File: src/rtl/can_rx_pkg.sv
package can_rx_pkg;

   typedef enum logic [3:0] {
      ST_WAIT, ST_IDLE, ST_ID,  ST_RTR,  ST_IDE, ST_RSV, ST_DLC,
      ST_DATA, ST_CRC,  ST_CDEL, ST_ACK, ST_ADEL, ST_EOF
   } rx_state_e;

   typedef enum logic [1:0] {
      ERR_NONE = 2'd0,
      ERR_FORM = 2'd1,
      ERR_EXT  = 2'd2,
      ERR_CRC  = 2'd3
   } rx_err_e;

   typedef enum logic [2:0] {
      CAP_NONE, CAP_ID, CAP_RTR, CAP_DLC, CAP_DATA
   } cap_sel_e;

   function automatic int max_of(input int a, input int b);
      return (a > b) ? a : b;
   endfunction

endpackage

File: src/rtl/can_rx_crc.sv
module can_rx_crc #(
   parameter int           W    = 15,
   parameter logic [W-1:0] POLY = 15'h4599
) (
   input  logic clk,
   input  logic rst_n,
   input  logic clr,
   input  logic en,
   input  logic din,
   output logic zero
);

   logic [W-1:0] rem_q;
   logic [W-1:0] rem_nxt;
   logic         fb;

   assign fb = din ^ rem_q[W-1];

   // one XOR stage per register bit, tapped where the generator has a one
   for (genvar i = 0; i < W; i++) begin : g_stage
      if (i == 0) begin : g_lsb
         assign rem_nxt[i] = fb & POLY[i];
      end else begin : g_mid
         assign rem_nxt[i] = rem_q[i-1] ^ (fb & POLY[i]);
      end
   end

   always_ff @(posedge clk or negedge rst_n) begin
      if (!rst_n)  rem_q <= '0;
      else if (clr) rem_q <= '0;
      else if (en)  rem_q <= rem_nxt;
   end

   assign zero = (rem_q == '0);

endmodule

File: src/rtl/can_rx_fields.sv
module can_rx_fields
   import can_rx_pkg::*;
#(
   parameter int ID_W      = 11,
   parameter int DLC_W     = 4,
   parameter int MAX_BYTES = 8,
   parameter int CNT_W     = 7,
   localparam int DATA_W   = MAX_BYTES * 8,
   localparam int DI_W     = $clog2(DATA_W)
) (
   input  logic              clk,
   input  logic              rst_n,
   input  logic              stb,
   input  logic              din,
   input  logic              clr,
   input  cap_sel_e          sel,
   input  logic [CNT_W-1:0]  cnt,
   input  logic              load,
   output logic [DLC_W-1:0]  dlc_live,
   output logic [ID_W-1:0]   id_o,
   output logic              rtr_o,
   output logic [DLC_W-1:0]  dlc_o,
   output logic [DATA_W-1:0] data_o
);

   logic [ID_W-1:0]   id_q;
   logic              rtr_q;
   logic [DLC_W-1:0]  dlc_q;
   logic [DATA_W-1:0] data_q;
   logic [DI_W-1:0]   didx;

   // byte number from the upper count bits, bit order reversed inside a byte
   assign didx = DI_W'({cnt[CNT_W-1:3], ~cnt[2:0]});

   always_ff @(posedge clk or negedge rst_n) begin
      if (!rst_n) begin
         id_q   <= '0;
         rtr_q  <= 1'b0;
         dlc_q  <= '0;
         data_q <= '0;
      end else if (clr) begin
         id_q   <= '0;
         rtr_q  <= 1'b0;
         dlc_q  <= '0;
         data_q <= '0;
      end else if (stb) begin
         unique case (sel)
            CAP_ID:   id_q       <= {id_q[ID_W-2:0], din};
            CAP_RTR:  rtr_q      <= din;
            CAP_DLC:  dlc_q      <= {dlc_q[DLC_W-2:0], din};
            CAP_DATA: data_q[didx] <= din;
            default:  ;
         endcase
      end
   end

   always_ff @(posedge clk or negedge rst_n) begin
      if (!rst_n) begin
         id_o   <= '0;
         rtr_o  <= 1'b0;
         dlc_o  <= '0;
         data_o <= '0;
      end else if (load) begin
         id_o   <= id_q;
         rtr_o  <= rtr_q;
         dlc_o  <= dlc_q;
         data_o <= data_q;
      end
   end

   assign dlc_live = dlc_q;

endmodule

File: src/rtl/can_rx_ctrl.sv
module can_rx_ctrl
   import can_rx_pkg::*;
#(
   parameter int ID_W      = 11,
   parameter int DLC_W     = 4,
   parameter int MAX_BYTES = 8,
   parameter int CRC_W     = 15,
   parameter int EOF_BITS  = 7,
   parameter int IDLE_BITS = 11,
   parameter int CNT_W     = 7,
   localparam int NB_W     = $clog2(MAX_BYTES + 1)
) (
   input  logic             clk,
   input  logic             rst_n,
   input  logic             stb,
   input  logic             din,
   input  logic             crc_zero,
   input  logic [DLC_W-1:0] dlc_live,
   output logic             crc_clr,
   output logic             crc_en,
   output logic             cap_clr,
   output cap_sel_e         cap_sel,
   output logic [CNT_W-1:0] cnt,
   output logic             load,
   output logic             valid,
   output logic             err_valid,
   output logic [1:0]       err_code,
   output logic             tx_bit
);

   localparam logic [CNT_W-1:0] IDLE_LAST = CNT_W'(IDLE_BITS - 1);
   localparam logic [CNT_W-1:0] ID_LAST   = CNT_W'(ID_W - 1);
   localparam logic [CNT_W-1:0] DLC_LAST  = CNT_W'(DLC_W - 1);
   localparam logic [CNT_W-1:0] CRC_LAST  = CNT_W'(CRC_W - 1);
   localparam logic [CNT_W-1:0] EOF_LAST  = CNT_W'(EOF_BITS - 1);

   rx_state_e        state;
   logic [CNT_W-1:0] cnt_q;
   logic [NB_W-1:0]  nbytes_q;
   logic [NB_W-1:0]  nb_next;
   logic [DLC_W-1:0] dlc_full;
   logic [CNT_W-1:0] data_last;
   logic             tx_q, valid_q, err_q;
   rx_err_e          code_q;

   assign dlc_full  = {dlc_live[DLC_W-2:0], din};
   assign nb_next   = (dlc_full > DLC_W'(MAX_BYTES)) ? NB_W'(MAX_BYTES) : NB_W'(dlc_full);
   assign data_last = (CNT_W'(nbytes_q) << 3) - CNT_W'(1);

   always_comb begin
      unique case (state)
         ST_ID:   cap_sel = CAP_ID;
         ST_RTR:  cap_sel = CAP_RTR;
         ST_DLC:  cap_sel = CAP_DLC;
         ST_DATA: cap_sel = CAP_DATA;
         default: cap_sel = CAP_NONE;
      endcase
   end

   assign crc_clr = (state == ST_WAIT) || (state == ST_IDLE);
   assign crc_en  = stb && (state inside {ST_ID, ST_RTR, ST_IDE, ST_RSV,
                                          ST_DLC, ST_DATA, ST_CRC});
   assign cap_clr = stb && (state == ST_IDLE) && !din;
   assign load    = stb && (state == ST_EOF) && din && (cnt_q == EOF_LAST);

   always_ff @(posedge clk or negedge rst_n) begin
      if (!rst_n) begin
         state    <= ST_WAIT;
         cnt_q    <= '0;
         nbytes_q <= '0;
         tx_q     <= 1'b1;
         valid_q  <= 1'b0;
         err_q    <= 1'b0;
         code_q   <= ERR_NONE;
      end else begin
         valid_q <= 1'b0;
         err_q   <= 1'b0;
         if (stb) begin
            unique case (state)
               ST_WAIT: begin
                  if (!din)                   cnt_q <= '0;
                  else if (cnt_q == IDLE_LAST) begin state <= ST_IDLE; cnt_q <= '0; end
                  else                        cnt_q <= cnt_q + 1'b1;
               end
               ST_IDLE: if (!din) begin state <= ST_ID; cnt_q <= '0; end
               ST_ID: begin
                  if (cnt_q == ID_LAST) begin state <= ST_RTR; cnt_q <= '0; end
                  else cnt_q <= cnt_q + 1'b1;
               end
               ST_RTR: state <= ST_IDE;
               ST_IDE: begin
                  if (din) begin
                     err_q <= 1'b1; code_q <= ERR_EXT; state <= ST_WAIT; cnt_q <= '0;
                  end else state <= ST_RSV;
               end
               ST_RSV: begin state <= ST_DLC; cnt_q <= '0; end
               ST_DLC: begin
                  if (cnt_q == DLC_LAST) begin
                     nbytes_q <= nb_next;
                     cnt_q    <= '0;
                     state    <= (nb_next == '0) ? ST_CRC : ST_DATA;
                  end else cnt_q <= cnt_q + 1'b1;
               end
               ST_DATA: begin
                  if (cnt_q == data_last) begin state <= ST_CRC; cnt_q <= '0; end
                  else cnt_q <= cnt_q + 1'b1;
               end
               ST_CRC: begin
                  if (cnt_q == CRC_LAST) begin state <= ST_CDEL; cnt_q <= '0; end
                  else cnt_q <= cnt_q + 1'b1;
               end
               ST_CDEL: begin
                  if (!din) begin
                     err_q <= 1'b1; code_q <= ERR_FORM; state <= ST_WAIT;
                  end else if (!crc_zero) begin
                     err_q <= 1'b1; code_q <= ERR_CRC; state <= ST_WAIT;
                  end else begin
                     state <= ST_ACK; tx_q <= 1'b0;
                  end
               end
               ST_ACK: begin tx_q <= 1'b1; state <= ST_ADEL; end
               ST_ADEL: begin
                  if (!din) begin
                     err_q <= 1'b1; code_q <= ERR_FORM; state <= ST_WAIT;
                  end else begin
                     state <= ST_EOF; cnt_q <= '0;
                  end
               end
               ST_EOF: begin
                  if (!din) begin
                     err_q <= 1'b1; code_q <= ERR_FORM; state <= ST_WAIT; cnt_q <= '0;
                  end else if (cnt_q == EOF_LAST) begin
                     valid_q <= 1'b1; state <= ST_WAIT; cnt_q <= '0;
                  end else cnt_q <= cnt_q + 1'b1;
               end
               default: begin state <= ST_WAIT; cnt_q <= '0; end
            endcase
         end
      end
   end

   assign cnt       = cnt_q;
   assign valid     = valid_q;
   assign err_valid = err_q;
   assign err_code  = code_q;
   assign tx_bit    = tx_q;

endmodule

File: src/rtl/can_std_rx.sv
module can_std_rx
   import can_rx_pkg::*;
#(
   parameter int              ID_W      = 11,
   parameter int              DLC_W     = 4,
   parameter int              MAX_BYTES = 8,
   parameter int              CRC_W     = 15,
   parameter logic [CRC_W-1:0] CRC_POLY = 15'h4599,
   parameter int              EOF_BITS  = 7,
   parameter int              IDLE_BITS = 11,
   localparam int             DATA_W    = MAX_BYTES * 8,
   localparam int             MAXC      = max_of(max_of(DATA_W, IDLE_BITS),
                                                 max_of(max_of(ID_W, CRC_W), EOF_BITS)),
   localparam int             CNT_W     = $clog2(MAXC + 1)
) (
   input  logic              clk,
   input  logic              rst_n,
   input  logic              bit_stb,
   input  logic              rx_bit,
   output logic              tx_bit,
   output logic              frm_valid,
   output logic [ID_W-1:0]   frm_id,
   output logic              frm_rtr,
   output logic [DLC_W-1:0]  frm_dlc,
   output logic [DATA_W-1:0] frm_data,
   output logic              err_valid,
   output logic [1:0]        err_code
);

   if (CRC_W < 2 || CRC_W > 32) begin : g_bad_crc
      $error("can_std_rx: CRC_W out of range");
   end
   if (MAX_BYTES < 1 || MAX_BYTES >= (1 << DLC_W)) begin : g_bad_bytes
      $error("can_std_rx: MAX_BYTES must fit the length code");
   end
   if (ID_W < 2 || DLC_W < 2 || EOF_BITS < 1 || IDLE_BITS < 2) begin : g_bad_fields
      $error("can_std_rx: field widths too small");
   end
   if (CNT_W < 4) begin : g_bad_cnt
      $error("can_std_rx: counter too narrow");
   end

   logic             crc_clr, crc_en, crc_zero;
   logic             cap_clr, load;
   cap_sel_e         cap_sel;
   logic [CNT_W-1:0] cnt;
   logic [DLC_W-1:0] dlc_live;

   can_rx_ctrl #(
      .ID_W(ID_W), .DLC_W(DLC_W), .MAX_BYTES(MAX_BYTES), .CRC_W(CRC_W),
      .EOF_BITS(EOF_BITS), .IDLE_BITS(IDLE_BITS), .CNT_W(CNT_W)
   ) u_ctrl (
      .clk(clk), .rst_n(rst_n), .stb(bit_stb), .din(rx_bit),
      .crc_zero(crc_zero), .dlc_live(dlc_live),
      .crc_clr(crc_clr), .crc_en(crc_en), .cap_clr(cap_clr), .cap_sel(cap_sel),
      .cnt(cnt), .load(load), .valid(frm_valid),
      .err_valid(err_valid), .err_code(err_code), .tx_bit(tx_bit)
   );

   can_rx_crc #(.W(CRC_W), .POLY(CRC_POLY)) u_crc (
      .clk(clk), .rst_n(rst_n), .clr(crc_clr), .en(crc_en),
      .din(rx_bit), .zero(crc_zero)
   );

   can_rx_fields #(
      .ID_W(ID_W), .DLC_W(DLC_W), .MAX_BYTES(MAX_BYTES), .CNT_W(CNT_W)
   ) u_fields (
      .clk(clk), .rst_n(rst_n), .stb(bit_stb), .din(rx_bit),
      .clr(cap_clr), .sel(cap_sel), .cnt(cnt), .load(load),
      .dlc_live(dlc_live), .id_o(frm_id), .rtr_o(frm_rtr),
      .dlc_o(frm_dlc), .data_o(frm_data)
   );

endmodule

File: config.mk
export PLATFORM = sky130hd
export DESIGN_NAME = can_std_rx
export DESIGN_NICKNAME = d
export VERILOG_FILES = /design/src/rtl/can_rx_pkg.sv /design/src/rtl/can_rx_crc.sv /design/src/rtl/can_rx_fields.sv /design/src/rtl/can_rx_ctrl.sv /design/src/rtl/can_std_rx.sv
export SDC_FILE = /design/constraint.sdc
export NUM_CORES = 1
export LEC_CHECK = 0
export CAP_MARGIN = 40
export CORE_UTILIZATION = 45
export CTS_BUF_LIST = sky130_fd_sc_hd__clkbuf_8
export CTS_CLUSTER_SIZE = 16
export DETAILED_ROUTE_END_ITERATION = 12
export PLACE_DENSITY = 0.63
export SETUP_SLACK_MARGIN = 0.4
export SLEW_MARGIN = 20
export SYNTH_ARGS = -nofsm -noshare
export SYNTH_HDL_FRONTEND = slang
export SYNTH_SLANG_ARGS = --single-unit
export TNS_END_PERCENT = 50
File: constraint.sdc
create_clock -name clk -period 3.4 [get_ports clk]
set_input_delay 0.68 -clock clk [delete_from_list [all_inputs] [get_ports clk]]
set_output_delay 0.68 -clock clk [all_outputs]
set_load 0.1 [all_outputs]
==> flow_metrics.env, run 1 <==
export IMPL_synth_avg_cell_area_um2=11.61
export IMPL_post_drt_wl_per_cell_um=17.18
export IMPL_drtIter0Drc=333
export IMPL_required_ns=3.75
export IMPL_wl_mm=18.41
export IMPL_drcViolationCount=0
export IMPL_cp_arrival_ns=3.01
export IMPL_final_nets=831
export IMPL_period_share=0.7817
export IMPL_p_seq_frac=0.496
export IMPL_grt_overflow_total=0
export IMPL_p_comb_frac=0.213
export IMPL_clockPowerShare=0.292
export IMPL_hpwl_mm=12.23
export IMPL_finalMaxSlewViolations=0
export IMPL_tns_ns=0
export IMPL_synthArstFlopShare=1.000
export IMPL_relSlewSlack=0.5167
export IMPL_grt_pass1_vias=6055
export IMPL_yosys_area_top_type="dfrtp_1"
export IMPL_cts_buffer_depth=2
export IMPL_vias=5944
export IMPL_core_area_um2=18640
export IMPL_initial_core_util=0.4584
export IMPL_worst_pin_slew_ns=0.7217
export IMPL_synth_area_leaders="dfrtp_1 (57%), mux2_2 (11%), o21a_1 (5.6%)"
export IMPL_placed_cell_area_um2=9676
export IMPL_place_ws_ns=0.4446
export IMPL_cts_max_level=4
export IMPL_yosys_warnings=0
export IMPL_sw_frac_of_total=0.3181
export IMPL_gp_congestion=0.8311
export IMPL_clock_latency_ns=0.46
export IMPL_grt_pass1_wl_mm=31.07
export IMPL_clkSlewWorstSetupHoldPaths_ns=0.10
export IMPL_ant_nets=0
export IMPL_diodes=0
export IMPL_power_switching_mw=1.725
export IMPL_cts_setup_buffers=0
export IMPL_fin_ws_ns=0.7423
export IMPL_area_growth_syn_to_layout_pct=18.20
export IMPL_grtUsageTotal=0.2004
export IMPL_cts_tree="done"
export IMPL_crit_top_cell="and3_4"
export IMPL_placementRows=50
export IMPL_max_vdd_ir_drop_v=0.0002643
export IMPL_worstHoldPathType="in2async"
export IMPL_port_buffer_count=88
export IMPL_root_buffer="clkbuf_8"
export IMPL_ys_seq_area_frac=0.5712
export IMPL_drive_gt1_frac=0.2796
export IMPL_hold_buffers=0
export IMPL_slowest_stage="dfrtp_1"
export IMPL_slowest_delay_ns=0.62
export IMPL_status="completed"
export IMPL_crit_buf_inv=1
export IMPL_p_leak_nw=4.806
export IMPL_fmax_mhz=376.3
export IMPL_ys_ff_latch=195
export IMPL_synth_distinct_cells=58
export IMPL_synth_top_cell_area_share=0.5681
export IMPL_numCtsBuffers=17
export IMPL_post_drt_via_cell_ratio=5.550
export IMPL_synth_nets=743
export IMPL_p_int_mw=3.697
export IMPL_clock_sinks=195
export IMPL_cts_resized=0
export IMPL_clock_skew_ns=0.01365
export IMPL_synth_enable_flop_cells=0
export IMPL_dieArea_um2=19550
export IMPL_pin_count=89
export IMPL_max_cap_violations=0
export IMPL_fin_crit_ns=2.658
export IMPL_startpoint_type="flop"
export IMPL_whs_ns=0.2308
export IMPL_grt_max_degree=76
export IMPL_final_area_um2=10100
export IMPL_setup_viol=0
export IMPL_p_total_mw=5.422
export IMPL_synth_cells=736
export IMPL_synth_ff_type="dfrtp_1"
export IMPL_p_per_area_nw_per_um2=536.7
export IMPL_die_w_um=139.8
export IMPL_drt_pass1_iterations=6
export IMPL_critical_path_class="reg2reg"
export IMPL_antenna_found_initial=0
export IMPL_netlist_area_um2=8546
export IMPL_path_delay_family="simple AND/OR/NAND/NOR gates"
export IMPL_rsz0062_at_grt="false"
export IMPL_cp_max_fo=32
export IMPL_path_cells="nor3b_1, and3_4, and3_4, buf_12, mux2_2"
export IMPL_critPathCaptureType="flop"
export IMPL_finalHoldViolations=0
export IMPL_die_y_um=139.8
==> power by group through the flow <==
stage | combinational [mW] | clock (mW) | sequential [mW]
5_1_grt | 1.27 | 1.72 | 2.72
6_report | 1.15 | 1.58 | 2.69
4_1_cts | 1.15 | 1.63 | 2.68
2_1_floorplan | 0.829 | 0 | 2.73
3_3_place_gp | 1.11 | 0 | 2.72
3_5_place_dp | 1.15 | 0 | 2.73
==> final timing paths <==
path                                startpoint                  end  slack [ns]  cells after the start
hold / removal                           rst_n  u_fields.data_o[23]        0.23                      1
min in group clk           u_fields.data_q[20]  u_fields.data_q[20]        0.49                      1
setup reg to reg               u_ctrl.state[1]   u_fields.data_o[4]        0.74                      5
hold reg to reg            u_fields.data_q[20]  u_fields.data_q[20]        0.49                      1
max in group asynchronous                rst_n        u_ctrl.tx_bit        2.36                      2
setup / recovery               u_ctrl.state[1]   u_fields.data_o[4]        0.74                      5
==> worst register-to-register path: cells and delay by family, from the launching register on <==
family	cells	cell delay, ns
buffers and inverters	1	0.26
DFF	1	0.62
muxes	1	0.38
and+or+nand+nor	3	1.29
==> cell type report <==
class / instances / area (um^2)
timing repair buffer: 118 / 1057
clock inverter: 14 / 177.7
clock buffer: 18 / 247.7
tap: 234 / 292.8
fill: 1596 / 8542
sequential: 195 / 4881
inverter: 10 / 37.54
multi-input combinational: 482 / 3407
==> metal layers <==
layer	up-vias	global-route usage	routed length [um]
li1	2783	-	-
met1	2997	0.2669	8281
met2	133	0.3232	9059
met3	31	0.03854	711
met4	0	0.08039	351
met5	-	0	0
==> cells in the mapped netlist, drive strengths merged (3+ instances only) <==
library cell	n
a21oi	8
a31oi	4
buf	22
clkbuf	27
nand2	20
o211ai	3
nor2b	4
dfrtp	194
inv	10
mux2	87
and3	6
o21ai	75
nand2b	5
xnor2	13
xor2	7
a22o	15
nor4	5
nand3	8
ha	3
nor2	87
nor3	6
or4	4
o21a	64
and2	3
nand4	11
mux2i	13
==> metrics by stage <==
step | utilization | cells
global placement | 0.5101 | 1028
global route | 0.5418 | 1071
floorplan | - | 736
finish | 0.5418 | 1071
CTS | 0.5418 | 1071
detailed placement | 0.5190 | 1039
==> state kept, by name (all words and copies together), names as in the netlist, 2 cells and up <==
register,count
u_ctrl.state,4
u_ctrl.err_code,2
u_crc.rem_q,15
u_fields.dlc_o,4
u_fields.data_o,64
u_fields.data_q,64
u_ctrl.cnt,7
u_fields.dlc_live,4
u_fields.id_o,11
u_fields.id_q,11
u_ctrl.nbytes_q,4
==> cell usage in the layout (no fill, tap or decap), drive strengths merged, types with 3 or more instances in the layout <==
cell / synthesis / final
clkdlybuf4s50: 0 / 13
mux2i: 13 / 13
clkbuf: 27 / 19
inv: 10 / 14
nor2: 87 / 87
o21ai: 75 / 75
o21a: 64 / 64
nor2b: 4 / 4
nand3: 8 / 8
and2: 3 / 3
bufinv: 0 / 3
mux2: 87 / 87
nor4: 5 / 5
and3: 6 / 6
dfrtp: 194 / 194
nand2b: 5 / 5
xor2: 7 / 7
xnor2: 13 / 13
a21oi: 8 / 8
buf: 22 / 104
a31oi: 4 / 4
a22o: 15 / 15
or4: 4 / 4
nand4: 11 / 11
nand2: 20 / 20
o211ai: 3 / 3
clkinv: 0 / 5
ha: 3 / 3
nor3: 6 / 6
==> cell families (layout without fill, tap and decap cells) <==
group	after synthesis	in the layout	synth area share
buffers and inverters	59	160	0.03089
multiplexers	100	100	0.1316
adder cells (fa/ha/maj)	3	3	0.004393
AND/OR/NAND/NOR	171	171	0.09663
XOR/XNOR	20	20	0.02050
flip-flops	195	195	0.5712
AO/OA/AOI/OAI	188	188	0.1448
(Power assumes the default switching activity.)
==> run 2: changes to the inputs <==
- PLACE_DENSITY: 0.63 -> 0.65
- clock period: 3.4 -> 2.4 ns (I/O delays scaled with it)
==> run 2 against run 1 <==
Sequential share of layout area down 3.5 points. Global-route usage up 0.51 points. Clock power increased by 28%. Sequential power is 41% higher. Non-clock buffer count grew 48. Utilization up 4.3 points. Maximum frequency up 22%. Critical path depth grew 2. Via count is 4.4% higher. Highest routed layer unchanged.
==> flow_metrics.env, run 2 (synthesis gave the netlist of run 1 again) <==
export IMPL_area_growth_syn_to_layout_pct=27.69
export IMPL_grtUsageTotal=0.2055
export IMPL_clock_sinks=195
export IMPL_pin_count=89
export IMPL_dieArea_um2=19550
export IMPL_diodes=0
export IMPL_met3_length_um=784
export IMPL_drtIter0Drc=369
export IMPL_max_cap_violations=0
export IMPL_cts_tree="done"
export IMPL_layout_common_cells="dfrtp_1 (189), buf_4 (135), nor2_1 (87), o21ai_0 (75), mux2_4 (71)"
export IMPL_drive_gt1_frac=0.3492
export IMPL_r2r_cells=7
export IMPL_crit_start="u_ctrl.cnt[0]"
export IMPL_die_y_um=139.8
export IMPL_numCtsBuffers=17
export IMPL_dr_wl_met2_mm=9.677
export IMPL_reg2reg_to="u_ctrl.state[1]"
export IMPL_p_per_area_nw_per_um2=704.3
export IMPL_setup_viol=0
export IMPL_gp_congestion=0.8518
export IMPL_grt_overflow_total=0
export IMPL_finalHoldViolations=0
export IMPL_worst_pin_slew_ns=0.7222
export IMPL_vias=6205
export IMPL_cp_arrival_ns=2.53
export IMPL_utilization=0.5853
export IMPL_grt_pass1_wl_mm=31.95
export IMPL_startpoint_type="flop"
export IMPL_status="completed"
export IMPL_port_buffer_count=88
export IMPL_fmax_mhz=458.3
export IMPL_slowest_stage="or4_4"
export IMPL_slowest_delay_ns=0.47
export IMPL_fin_crit_ns=2.182
export IMPL_antenna_found_initial=0
export IMPL_dr_max_layer_used="met4"
export IMPL_cp_max_fo=4
export IMPL_cts_buffer_depth=2
export IMPL_wl_met1_mm=9.324
export IMPL_drcViolationCount=0
export IMPL_placed_cell_area_um2=9846
export IMPL_die_w_um=139.8
export IMPL_grt_max_degree=59
export IMPL_post_drt_via_cell_ratio=5.545
export IMPL_ant_nets=0
export IMPL_period_share=0.9092
export IMPL_rsz0062_at_grt="true"
export IMPL_clkSlewWorstSetupHoldPaths_ns=0.09
export IMPL_reg_top3="u_fields.data_o x64, u_fields.data_q x64, u_crc.rem_q x15"
export IMPL_required_ns=2.75
export IMPL_worstHoldPathType="reg2reg"
export IMPL_tns_ns=0
export IMPL_p_leak_nw=5.163
export IMPL_clock_skew_ns=0.01126
export IMPL_relSlewSlack=0.5151
export IMPL_clock_latency_ns=0.47
export IMPL_post_drt_wl_per_cell_um=17.89
export IMPL_grt_pass1_vias=6260
export IMPL_final_area_um2=10910
export IMPL_r2r_start="u_ctrl.cnt[0]"
export IMPL_core_area_um2=18640
export IMPL_finalMaxSlewViolations=0
export IMPL_r2r_slack_ns=0.22
export IMPL_critPathCaptureType="flop"
export IMPL_root_buffer="clkbuf_8"
export IMPL_final_nets=879
export IMPL_path_cells="clkinv_4, ha_4, nor3b_4, nand3_1, a211o_1, or4_4, mux2_4"
export IMPL_cts_max_level=4
export IMPL_initial_core_util=0.4584
export IMPL_hpwl_mm=12.54
export IMPL_wl_mm=20.02
export IMPL_p_total_mw=7.685
export IMPL_drt_pass1_iterations=5
export IMPL_placementRows=50
export IMPL_max_vdd_ir_drop_v=0.0003299
export IMPL_critical_path_class="reg2reg"
export IMPL_endpoint="u_ctrl.state[1]"
export IMPL_final_common_cell="dfrtp_1"
-- run 2: metrics by stage --
stage | instances | hold WS, ns | setup WS (ns)
after floorplan | 736 | 0.1844 | 0.1970
after global placement | 1064 | 0.4675 | -0.1152
after detailed placement | 1064 | 0.4815 | -0.1701
after CTS | 1109 | 0.5031 | 0.2444
after global routing | 1119 | 0.5215 | 0.1105
final | 1119 | 0.5008 | 0.2179
-- run 2: layout make-up --
| class | count | area, um^2 |
|---|---|---|
| Fill cell | 1526 | 7731 |
| Sequential cell | 195 | 4887 |
| Multi-Input combinational cell | 482 | 3740 |
| Timing Repair Buffer | 166 | 1578 |
| Tap cell | 234 | 292.8 |
| Clock buffer | 19 | 261.5 |
| Clock inverter | 13 | 110.1 |
| Inverter | 10 | 42.54 |
-- run 2: how the worst min path moves through the flow --
stage                        startpoint  depth (start not counted)             endpoint
finish              u_fields.data_q[12]                          1  u_fields.data_q[12]
global route        u_fields.data_q[17]                          1  u_fields.data_q[17]
CTS                 u_fields.data_q[35]                          1  u_fields.data_q[35]
detailed placement  u_fields.data_q[35]                          1  u_fields.data_q[35]
global placement    u_fields.data_q[43]                          1  u_fields.data_q[43]
floorplan                         rst_n                          0       u_crc.rem_q[0]
-- run 2: repair_timing --
| action | in CTS | in global routing |
|---|---|---|
| hold endpoints to repair | 55 | 0 |
| pin swaps | 8 | 3 |
| resized for setup | 29 | 70 |
| buffers inserted | 10 | 3 |
| endpoints found under the setup margin | 115 | 133 |
| hold buffers | 1 | 0 |
| cloned | 2 | 7 |
-- run 2: where the power goes --
group	switching, mW	internal, mW
registers	0.271	3.52
logic	1.06	0.805
clock network	1.16	0.873
total	2.49	5.20
-- run 2: critical path: cells and delay by family (launching register included) --
kind | cells | cell delay (ns)
flip-flops | 1 | 0.46
multiplexers | 1 | 0.32
adder cells (fa/ha/maj) | 1 | 0.12
AO/OA/AOI/OAI | 1 | 0.29
AND/OR/NAND/NOR | 3 | 0.81
buffers and inverters | 1 | 0.07
-- run 2: routing by layer --
layer  vias to the layer above  GRT usage
met5                         -          0
met4                         0    0.05784
met3                        21    0.03613
met2                       155     0.3366
met1                      3146     0.2813
li1                       2883          -
==> run 3: changes to the inputs <==
--- a/config.mk
+++ b/config.mk
@@ -7,4 +7,5 @@
 export LEC_CHECK = 0
 export CAP_MARGIN = 40
+export CORE_MARGIN = 5
 export CORE_UTILIZATION = 45
 export CTS_BUF_LIST = sky130_fd_sc_hd__clkbuf_8
==> constraint.sdc (replaced) <==
create_clock -name clk -period 2.4 [get_ports clk]
set_input_delay 0.48 -clock clk [delete_from_list [all_inputs] [get_ports clk]]
set_output_delay 0.48 -clock clk [all_outputs]
set_load 0.01 [all_outputs]
==> run 3 against run 2 <==
Register-to-register slack improved by 0.03 ns. Wire length decreased by 2.0%. Die area increased by 12%. Design area decreased by 1.7%. Sequential share of layout area increased by 0.76 points. Final cell count decreased by 0.36%. Utilization decreased by 1.2 points. Critical endpoint is now u_ctrl.state[3]. Largest power group unchanged. Highest routed layer unchanged.
==> flow_metrics.env, run 3 (synthesis gave the netlist of run 1 again) <==
export IMPL_status="completed"
export IMPL_port_buffer_count=88
export IMPL_cts_tree="done"
export IMPL_setup_viol=0
export IMPL_worst_pin_slew_ns=0.7530
export IMPL_grt_overflow_total=0
export IMPL_drive_gt1_frac=0.2452
export IMPL_tns_ns=0
export IMPL_final_common_cell="dfrtp_1"
export IMPL_critPathCaptureType="flop"
export IMPL_finalMaxSlewViolations=0
export IMPL_clkSlewWorstSetupHoldPaths_ns=0.10
export IMPL_whs_ns=0.4594
export IMPL_grt_max_degree=63
export IMPL_ant_nets=0
export IMPL_cp_arrival_ns=2.50
export IMPL_path_cells="inv_1, ha_1, xnor2_1, nor3_2, a311oi_2, or4_4, mux2_4"
export IMPL_critical_path_class="reg2reg"
export IMPL_drcViolationCount=0
export IMPL_relSlewSlack=0.4944
export IMPL_startpoint_type="flop"
export IMPL_final_nets=875
export IMPL_wl_mm=19.63
export IMPL_post_drt_wl_per_cell_um=17.60
export IMPL_clock_latency_ns=0.46
export IMPL_finalNonFillerCells=1115
export IMPL_numCtsBuffers=17
export IMPL_core_area_um2=18710
export IMPL_worstHoldPathType="in2async"
export IMPL_p_leak_nw=4.884
export IMPL_required_ns=2.74
export IMPL_multi_input_area_um2=3480
export IMPL_place_inst=1063
export IMPL_cp_max_fo=4
export IMPL_vias=6191
export IMPL_grtUsageTotal=0.1829
export IMPL_finalHoldViolations=0
export IMPL_seq_area_um2=4888
export IMPL_clock_sinks=195
export IMPL_die_y_um=147.8
export IMPL_path_delay_family="simple AND/OR/NAND/NOR gates"
export IMPL_placementRows=50
export IMPL_slowest_delay_ns=0.55
export IMPL_root_buffer="clkbuf_8"
export IMPL_r2r_start="u_ctrl.nbytes_q[1]"
export IMPL_gp_congestion=0.8515
export IMPL_max_vdd_ir_drop_v=0.0003440
export IMPL_p_per_area_nw_per_um2=706.8
export IMPL_clock_skew_ns=0.01735
export IMPL_crit_buf_inv=1
export IMPL_r2r_cells=7
export IMPL_rsz0062_at_grt="true"
export IMPL_period_share=0.8984
export IMPL_fmax_mhz=463.8
export IMPL_grt_pass1_vias=6211
export IMPL_layout_common_cells="dfrtp_1 (188), nor2_1 (87), clkdlybuf4s50_1 (87), mux2_2 (83), o21ai_0 (75)"
export IMPL_grt_pass1_wl_mm=32.37
export IMPL_fin_crit_ns=2.156
export IMPL_dieArea_um2=21850
export IMPL_slowest_stage="or4_4"
export IMPL_diodes=0
export IMPL_drt_pass1_iterations=5
export IMPL_fillCellCount=1468
export IMPL_hpwl_mm=12.89
export IMPL_post_drt_via_cell_ratio=5.552
export IMPL_die_w_um=147.8
export IMPL_area_growth_syn_to_layout_pct=25.58
export IMPL_reg2reg_to="u_ctrl.state[3]"
export IMPL_drtIter0Drc=412
export IMPL_cts_buffer_depth=2
export IMPL_pin_count=89
export IMPL_initial_core_util=0.4569
export IMPL_crit_start="u_ctrl.nbytes_q[1]"
export IMPL_antenna_found_initial=0
export IMPL_reg_top3="u_fields.data_o x64, u_fields.data_q x64, u_crc.rem_q x15"
export IMPL_r2r_slack_ns=0.24
export IMPL_cts_max_level=4
export IMPL_max_cap_violations=0
[run 3: metal layers]
| metal | GRT usage | wire length [um] |
|---|---|---|
| met1 | 0.2524 | 8995 |
| met2 | 0.2918 | 9400 |
| met3 | 0.04200 | 920 |
| met4 | 0.05219 | 310 |
| met5 | 0 | 0 |
[run 3: area by class of cell]
type | instances | share of cell area
sequential | 195 | 0.4555
multi-input combinational | 483 | 0.3242
timing repair buffer | 161 | 0.1536
tap | 234 | 0.02728
clock buffer | 20 | 0.02565
clock inverter | 12 | 0.009794
inverter | 10 | 0.003964
[run 3: stage by stage]
stage          area [um^2]  utilization  total power, mW  worst slack, ns
2_1_floorplan         8592            -            4.931           0.1970
3_3_place_gp         10030       0.5360            5.432         -0.09458
3_5_place_dp         10030       0.5360            5.490          -0.1196
4_1_cts              10560       0.5645            7.592           0.2366
5_1_grt              10730       0.5737            7.994           0.1575
6_report             10730       0.5737            7.585           0.2438
[run 3: how the worst max path moves through the flow]
| stage | end | slack (ns) | cells after the start |
|---|---|---|---|
| 5_1_grt | u_ctrl.state[3] | 0.16 | 7 |
| 4_1_cts | u_ctrl.state[3] | 0.24 | 7 |
| 3_5_place_dp | u_ctrl.state[3] | -0.12 | 6 |
| 6_report | u_ctrl.state[3] | 0.24 | 7 |
| 3_3_place_gp | u_ctrl.state[1] | -0.09 | 6 |
| 2_1_floorplan | u_ctrl.state[0] | 0.20 | 9 |
[run 3: what timing repair did]
| action | in CTS | in global routing |
|---|---|---|
| hold buffers | 1 | 0 |
| endpoints found under the setup margin | 137 | 156 |
| gates resized for setup | 13 | 5 |
| pin swaps | 7 | 1 |
| setup buffers | 5 | 9 |
| hold endpoints to repair | 26 | 0 |
| cloned | 2 | 3 |
[run 3: where the power goes]
part | internal (mW) | switching [mW] | leakage, nW
clock network | 0.910 | 1.14 | 0.206
logic | 0.833 | 0.927 | 1.99
registers | 3.51 | 0.259 | 2.69
total | 5.26 | 2.33 | 4.88
[run 3: worst register-to-register path: stages, from the launching register on]
cell	delay [ns]
dfrtp_1	0.36
inv_1	0.05
ha_1	0.29
xnor2_1	0.14
nor3_2	0.20
a311oi_2	0.13
or4_4	0.55
mux2_4	0.32
